--- src/rtl/calseq_pkg.sv ---
package calseq_pkg;

  typedef enum logic [1:0] {
    SEL_DCO  = 2'd0,
    SEL_ACO  = 2'd1,
    SEL_GAIN = 2'd2
  } wsel_e;

  typedef enum logic [1:0] {
    EC_NONE = 2'd0,
    EC_CFG  = 2'd1,
    EC_TMO  = 2'd2
  } ecode_e;

  typedef enum logic [3:0] {
    ST_IDLE,
    ST_ZERO_DCO,
    ST_UNIT_GAIN,
    ST_KICK_DCO,
    ST_WAIT_DCO,
    ST_KICK_ACO,
    ST_WAIT_ACO,
    ST_KICK_GAIN,
    ST_WAIT_GAIN,
    ST_ZERO_ACO,
    ST_KICK_RERUN,
    ST_WAIT_RERUN,
    ST_SCALE,
    ST_PUT_PROD,
    ST_END
  } st_e;

  // run plan captured on the accepted start
  typedef struct packed {
    logic ac_req;
    logic fix_mul;
  } plan_t;

endpackage

--- src/rtl/calseq_tmo.sv ---
// Wait-window counter: cleared on each kick, counts waiting cycles.
module calseq_tmo #(
  parameter int unsigned TMO_CYC = 4096
) (
  input  logic clk,
  input  logic rst_n,
  input  logic clr,
  input  logic run,
  output logic expired
);
  localparam int unsigned CW = $clog2(TMO_CYC + 1);
  localparam logic [CW-1:0] LAST = CW'(TMO_CYC - 1);

  logic [CW-1:0] cnt_q;

  always_ff @(posedge clk) begin
    if (!rst_n)                  cnt_q <= '0;
    else if (clr)                cnt_q <= '0;
    else if (run && cnt_q != LAST) cnt_q <= cnt_q + 1'b1;
  end

  // high in the last permitted waiting cycle
  assign expired = run && (cnt_q == LAST);

endmodule

--- src/rtl/calseq_ofs_scale.sv ---
// Signed offset times unsigned fixed-point gain, floor shift, saturate.
module calseq_ofs_scale #(
  parameter int unsigned DW    = 24,
  parameter int unsigned GFRAC = 22
) (
  input  logic [DW-1:0] ofs_in,
  input  logic [DW-1:0] gain_in,
  output logic [DW-1:0] ofs_out
);
  localparam int unsigned PW = 2*DW + 1;
  localparam int unsigned HW = PW - (DW - 1);

  logic signed [PW-1:0] a_ext, g_ext, prod, shr;
  logic [HW-1:0]        top_bits;
  logic                 in_range;

  assign a_ext    = PW'($signed(ofs_in));
  assign g_ext    = PW'($signed({1'b0, gain_in}));
  assign prod     = a_ext * g_ext;
  assign shr      = prod >>> GFRAC;
  assign top_bits = shr[PW-1:DW-1];
  assign in_range = (top_bits == '0) || (&top_bits);

  always_comb begin
    if (in_range)       ofs_out = shr[DW-1:0];
    else if (shr[PW-1]) ofs_out = {1'b1, {(DW-1){1'b0}}};
    else                ofs_out = {1'b0, {(DW-1){1'b1}}};
  end

endmodule

--- src/rtl/calseq_fsm.sv ---
module calseq_fsm
  import calseq_pkg::*;
#(
  parameter int unsigned DW    = 24,
  parameter int unsigned GFRAC = 22
) (
  input  logic          clk,
  input  logic          rst_n,
  input  logic          go,
  input  logic          cfg_hpf,
  input  logic          cfg_ac_req,
  input  logic          cfg_dc_gain,
  input  logic          cfg_fix_mul,
  input  logic          dco_done,
  input  logic          aco_done,
  input  logic          gain_done,
  input  logic          wr_ready,
  input  logic          tmo_expired,
  input  logic [DW-1:0] prod_in,
  output logic          busy,
  output logic          fin,
  output logic          err,
  output logic [1:0]    err_code,
  output logic          dco_start,
  output logic          aco_start,
  output logic          gain_start,
  output logic          wr_valid,
  output logic [1:0]    wr_sel,
  output logic [DW-1:0] wr_data,
  output logic          tmo_clr,
  output logic          tmo_run
);
  localparam logic [DW-1:0] UNITY = DW'(64'd1 << GFRAC);

  st_e           st_q, st_d;
  plan_t         plan_q;
  logic          err_q;
  ecode_e        code_q;
  logic [DW-1:0] prod_q;
  logic          cfg_bad, accept, waiting, done_sel, abort;

  assign cfg_bad = cfg_hpf & cfg_dc_gain;
  assign accept  = (st_q == ST_IDLE) && go;
  assign waiting = (st_q == ST_WAIT_DCO) || (st_q == ST_WAIT_ACO) ||
                   (st_q == ST_WAIT_GAIN) || (st_q == ST_WAIT_RERUN);

  always_comb begin
    case (st_q)
      ST_WAIT_DCO:   done_sel = dco_done;
      ST_WAIT_ACO:   done_sel = aco_done;
      ST_WAIT_GAIN:  done_sel = gain_done;
      ST_WAIT_RERUN: done_sel = aco_done;
      default:       done_sel = 1'b0;
    endcase
  end

  assign abort = waiting && !done_sel && tmo_expired;

  // sequencing
  always_comb begin
    st_d = st_q;
    case (st_q)
      ST_IDLE:
        if (go) st_d = cfg_bad ? ST_END : (cfg_hpf ? ST_ZERO_DCO : ST_UNIT_GAIN);
      ST_UNIT_GAIN:
        if (wr_ready) st_d = ST_KICK_DCO;
      ST_ZERO_DCO:
        if (wr_ready) st_d = plan_q.ac_req ? ST_KICK_ACO : ST_KICK_GAIN;
      ST_KICK_DCO:
        st_d = ST_WAIT_DCO;
      ST_WAIT_DCO:
        if (dco_done)         st_d = plan_q.ac_req ? ST_KICK_ACO : ST_KICK_GAIN;
        else if (tmo_expired) st_d = ST_END;
      ST_KICK_ACO:
        st_d = ST_WAIT_ACO;
      ST_WAIT_ACO:
        if (aco_done)         st_d = ST_KICK_GAIN;
        else if (tmo_expired) st_d = ST_END;
      ST_KICK_GAIN:
        st_d = ST_WAIT_GAIN;
      ST_WAIT_GAIN:
        if (gain_done) begin
          if (!plan_q.ac_req)      st_d = ST_END;
          else if (plan_q.fix_mul) st_d = ST_SCALE;
          else                     st_d = ST_ZERO_ACO;
        end else if (tmo_expired) st_d = ST_END;
      ST_ZERO_ACO:
        if (wr_ready) st_d = ST_KICK_RERUN;
      ST_KICK_RERUN:
        st_d = ST_WAIT_RERUN;
      ST_WAIT_RERUN:
        if (aco_done || tmo_expired) st_d = ST_END;
      ST_SCALE:
        st_d = ST_PUT_PROD;
      ST_PUT_PROD:
        if (wr_ready) st_d = ST_END;
      ST_END:
        st_d = ST_IDLE;
      default:
        st_d = ST_IDLE;
    endcase
  end

  always_ff @(posedge clk) begin
    if (!rst_n) begin
      st_q   <= ST_IDLE;
      plan_q <= '0;
      err_q  <= 1'b0;
      code_q <= EC_NONE;
      prod_q <= '0;
    end else begin
      st_q <= st_d;
      if (accept) begin
        plan_q.ac_req  <= cfg_ac_req;
        plan_q.fix_mul <= cfg_fix_mul;
        err_q          <= cfg_bad;
        code_q         <= cfg_bad ? EC_CFG : EC_NONE;
      end else if (abort) begin
        err_q  <= 1'b1;
        code_q <= EC_TMO;
      end
      if (st_q == ST_SCALE) prod_q <= prod_in;
    end
  end

  // Moore outputs
  always_comb begin
    wr_valid = 1'b0;
    wr_sel   = SEL_ACO;
    wr_data  = '0;
    case (st_q)
      ST_ZERO_DCO:  begin wr_valid = 1'b1; wr_sel = SEL_DCO;  end
      ST_UNIT_GAIN: begin wr_valid = 1'b1; wr_sel = SEL_GAIN; wr_data = UNITY; end
      ST_ZERO_ACO:  begin wr_valid = 1'b1; wr_sel = SEL_ACO;  end
      ST_PUT_PROD:  begin wr_valid = 1'b1; wr_sel = SEL_ACO;  wr_data = prod_q; end
      default: ;
    endcase
  end

  assign dco_start  = (st_q == ST_KICK_DCO);
  assign aco_start  = (st_q == ST_KICK_ACO) || (st_q == ST_KICK_RERUN);
  assign gain_start = (st_q == ST_KICK_GAIN);
  assign tmo_clr    = dco_start || aco_start || gain_start;
  assign tmo_run    = waiting;
  assign busy       = (st_q != ST_IDLE);
  assign fin        = (st_q == ST_END);
  assign err        = err_q;
  assign err_code   = code_q;

endmodule

--- src/rtl/calseq_ctrl.sv ---
module calseq_ctrl #(
  parameter int unsigned DW      = 24,
  parameter int unsigned GFRAC   = 22,
  parameter int unsigned TMO_CYC = 4096
) (
  input  logic          clk,
  input  logic          rst_n,
  input  logic          go,
  output logic          busy,
  output logic          fin,
  output logic          err,
  output logic [1:0]    err_code,
  input  logic          cfg_hpf,
  input  logic          cfg_ac_req,
  input  logic          cfg_dc_gain,
  input  logic          cfg_fix_mul,
  input  logic [DW-1:0] aco_val,
  input  logic [DW-1:0] gain_val,
  output logic          dco_start,
  input  logic          dco_done,
  output logic          aco_start,
  input  logic          aco_done,
  output logic          gain_start,
  input  logic          gain_done,
  output logic          wr_valid,
  input  logic          wr_ready,
  output logic [1:0]    wr_sel,
  output logic [DW-1:0] wr_data
);
  logic          tmo_clr, tmo_run, tmo_expired;
  logic [DW-1:0] prod;

  calseq_tmo #(.TMO_CYC(TMO_CYC)) tmo_i (
    .clk     (clk),
    .rst_n   (rst_n),
    .clr     (tmo_clr),
    .run     (tmo_run),
    .expired (tmo_expired)
  );

  calseq_ofs_scale #(.DW(DW), .GFRAC(GFRAC)) scale_i (
    .ofs_in  (aco_val),
    .gain_in (gain_val),
    .ofs_out (prod)
  );

  calseq_fsm #(.DW(DW), .GFRAC(GFRAC)) fsm_i (
    .clk         (clk),
    .rst_n       (rst_n),
    .go          (go),
    .cfg_hpf     (cfg_hpf),
    .cfg_ac_req  (cfg_ac_req),
    .cfg_dc_gain (cfg_dc_gain),
    .cfg_fix_mul (cfg_fix_mul),
    .dco_done    (dco_done),
    .aco_done    (aco_done),
    .gain_done   (gain_done),
    .wr_ready    (wr_ready),
    .tmo_expired (tmo_expired),
    .prod_in     (prod),
    .busy        (busy),
    .fin         (fin),
    .err         (err),
    .err_code    (err_code),
    .dco_start   (dco_start),
    .aco_start   (aco_start),
    .gain_start  (gain_start),
    .wr_valid    (wr_valid),
    .wr_sel      (wr_sel),
    .wr_data     (wr_data),
    .tmo_clr     (tmo_clr),
    .tmo_run     (tmo_run)
  );

endmodule

--- config.mk ---
export PLATFORM = sky130hd
export DESIGN_NAME = calseq_ctrl
export DESIGN_NICKNAME = d
export VERILOG_FILES = /design/src/rtl/calseq_pkg.sv /design/src/rtl/calseq_tmo.sv /design/src/rtl/calseq_ofs_scale.sv /design/src/rtl/calseq_fsm.sv /design/src/rtl/calseq_ctrl.sv
export SDC_FILE = /design/constraint.sdc
export NUM_CORES = 2
export LEC_CHECK = 0
export BUFFER_PORTS_ARGS = -buffer_cell sky130_fd_sc_hd__buf_2
export CELL_PAD_IN_SITES_DETAIL_PLACEMENT = 1
export CELL_PAD_IN_SITES_GLOBAL_PLACEMENT = 2
export CORE_MARGIN = 8
export CORE_UTILIZATION = 41
export DETAILED_ROUTE_END_ITERATION = 10
export PLACE_DENSITY = 0.86
export SLEW_MARGIN = 20
export SYNTH_ARGS = -nofsm -noshare
export SYNTH_HDL_FRONTEND = slang
export SYNTH_SLANG_ARGS = --single-unit
--- constraint.sdc ---
create_clock -name clk -period 10.34 [get_ports clk]
set_input_delay 1.034 -clock clk [delete_from_list [all_inputs] [get_ports clk]]
set_output_delay 1.034 -clock clk [all_outputs]
set_load 0.03 [all_outputs]
==> impl_metrics.ini <==
[run_status]
status = finished clean

[global_route]
grt_antenna_before_repair = 3
grt_usage = 0.214
grt_max_degree = 27
grt_pass1_wl_um = 102000
gr-total-overflow = 0
grt_pass1_vias = 18900

[floorplan]
core_area_sq_um = 51400
io_pins = 94
die_area_sq_um = 59700
die_x_um = 244
fp-row-count = 83
start_util = 0.416
die_h_um = 244

[critical_path]
crit_fanout = 24
max_stage_delay_ns = 0.72
cp_common_cell = fa_1
crit_path_start_kind = primary input
crit_slowest_cell = o21ai_2
critPathRequiredTime_ns = 10.57
cp-end-kind = flip-flop
crit_type = primary input to flip-flop
arrival_ns = 8.92

[routing]
routed_via_density = 5.28
drtPass1Iterations = 5
dr.first_iter.drc_count = 779
via_count = 16300
drt_wl_total_um = 62600
drc_errors = 0
wl_per_cell_um = 20.3
final_antenna_net_count = 0

[placement]
gp_congestion = 0.848
dpl.hpwl_um = 49900
portBuffers = 93

[sta]
hold_viol = 0
setup_tns_ns = 0
slew_headroom = 0.381
clock-skew-final_ns = 0.00418
max_freq_mhz = 115
rsz0062_at_grt = no
fin_crit_ns = 8.69
slew_violations = 0
fin_crit_sh = 0.840
finalSetupViolCount = 0
worstMarginPinSlew_ns = 0.928

[finish]
mostFrequentLayoutCells = inv_1, fa_1, nand2_1
final_common_cell = inv_1
final_layout_size_suffix_gt1_frac = 0.0507
area.growth.synth_to_final_pct = 4.76
nets = 3144

[logic_synthesis]
synthFlopType = dfxtp_1
synth_area_per_cell_sq_um = 8.80
synth_edf_count = 0
yosys_warnings = 0
ys_seq_area_frac = 0.0431
postSynth.asyncResetShare = 0
ys_ff_latch = 46
synth_area_sq_um = 21400
synthCells = 2430
synth_cell_type_count = 65
synth_nets = 3169

[run]
drv_cap = 0

[clock_tree]
clk_latency_ns = 0.29
cts_sinks = 46
cts_resized = 0
cts_htree_levels = 2
clockBufferDepth = 2
cts_tree = yes
hold_buffers = 0
cts_buffers = 5
cts_setup_buffers = 0
path_clk_slew_ns = 0.06
cts-root-buf = clkbuf_16

[hold_path]
hold_path.class = flip-flop to flip-flop
-- kinds of logic after synthesis --
| family | after synthesis | share of synthesized area |
|---|---|---|
| and+or+nand+nor | 791 | 0.183 |
| adders and majority gates | 680 | 0.567 |
| buffers and inverters | 672 | 0.119 |
| AOI/OAI and AO/OA | 197 | 0.0688 |
| DFF | 46 | 0.0431 |
| xor gates and xnor gates | 39 | 0.0163 |
| muxes | 5 | 0.00234 |
-- flip-flops by register name (all words and copies together) (netlist names) --
signal	flops
fsm_i.prod_q	24
tmo_i.cnt_q	13
fsm_i.st_q	4
fsm_i.err_code	2
fsm_i.plan_q	2
fsm_i.err	1
-- area by class of cell --
class                      instances  area (sq um)
inverter                         547          2050
multi-input combinational       1712         17900
antenna                            2          5.00
clock buffer                       6           129
sequential                        46           921
fill                            6038         29000
clock inverter                     2          37.5
timing repair buffer              93           465
tap                              680           851
-- routing by layer --
metal / routed length, um / up-vias / share of wire / track usage
met1: 25900 / 8591 / 0.41 / 0.273
met4: 2210 / 0 / 0.035 / 0.0719
met5: 0 / - / 0 / 0
met3: 2430 / 102 / 0.039 / 0.0156
li1: - / 7196 / - / -
met2: 32100 / 410 / 0.51 / 0.380
-- worst paths after layout --
kind	cells after the start	end	from	slack (ns)
min reg2reg	2	tmo_i.cnt_q[11]$_SDFFE_PP0P_	tmo_i.cnt_q[11]$_SDFFE_PP0P_	0.49
min	2	tmo_i.cnt_q[11]$_SDFFE_PP0P_	tmo_i.cnt_q[11]$_SDFFE_PP0P_	0.49
max	25	fsm_i.prod_q[16]$_SDFFE_PN0N_	aco_val[16]	1.65
max reg2reg	7	fsm_i.st_q[1]$_SDFFE_PN0P_	fsm_i.st_q[3]$_SDFFE_PN0P_	7.55
-- per-stage QoR --
| stage | util | setup WS [ns] | instance area [sq um] | instances | hold slack [ns] |
|---|---|---|---|---|---|
| after floorplan | - | 2.75 | 21400 | 2430 | 0.449 |
| after global placement | 0.432 | 1.34 | 22200 | 3078 | 0.471 |
| after detailed placement | 0.432 | 1.16 | 22200 | 3078 | 0.490 |
| after CTS | 0.435 | 1.48 | 22400 | 3086 | 0.499 |
| after global routing | 0.436 | 1.11 | 22400 | 3087 | 0.549 |
| final | 0.436 | 1.65 | 22400 | 3088 | 0.491 |
-- cell usage after synthesis (all sizes together), types with 3 or more instances --
master   instances  area share
inv            546       0.096
fa             481        0.45
nand2          342       0.060
and2           285       0.083
ha             199        0.12
clkbuf         116       0.020
nor2            62       0.011
a21oi           49       0.012
dfxtp           46       0.043
o21ai           36      0.0088
o221a           23       0.012
xnor2           22      0.0094
a21o            20      0.0070
nand2b          17      0.0050
xor2            17      0.0070
nand4           16      0.0047
nor2b           16      0.0047
nand3           13      0.0030
nor3            12      0.0028
and3            11      0.0032
a211oi          10      0.0035
a31oi            9      0.0036
buf              9      0.0027
o21a             8      0.0028
o211ai           6      0.0023
or3              6      0.0018
mux2i            5      0.0023
o21bai           5      0.0018
a221oi           4      0.0016
a2111oi          3      0.0030
a211o            3      0.0012
nor4             3     0.00088
o221ai           3      0.0012
or2              3     0.00088
-- worst max-delay path, delay by kind of cell --
family	cells	cell delay, ns
buffers and inverters	6	0.82
and+or+nand+nor	6	1.19
adders and majority gates	8	3.87
AOI/OAI and AO/OA	4	1.79
muxes	1	0.20
Power is left out: the tool's default activity adds up to more than one toggle a clock period on the data nets, which glitch-free logic cannot reach.
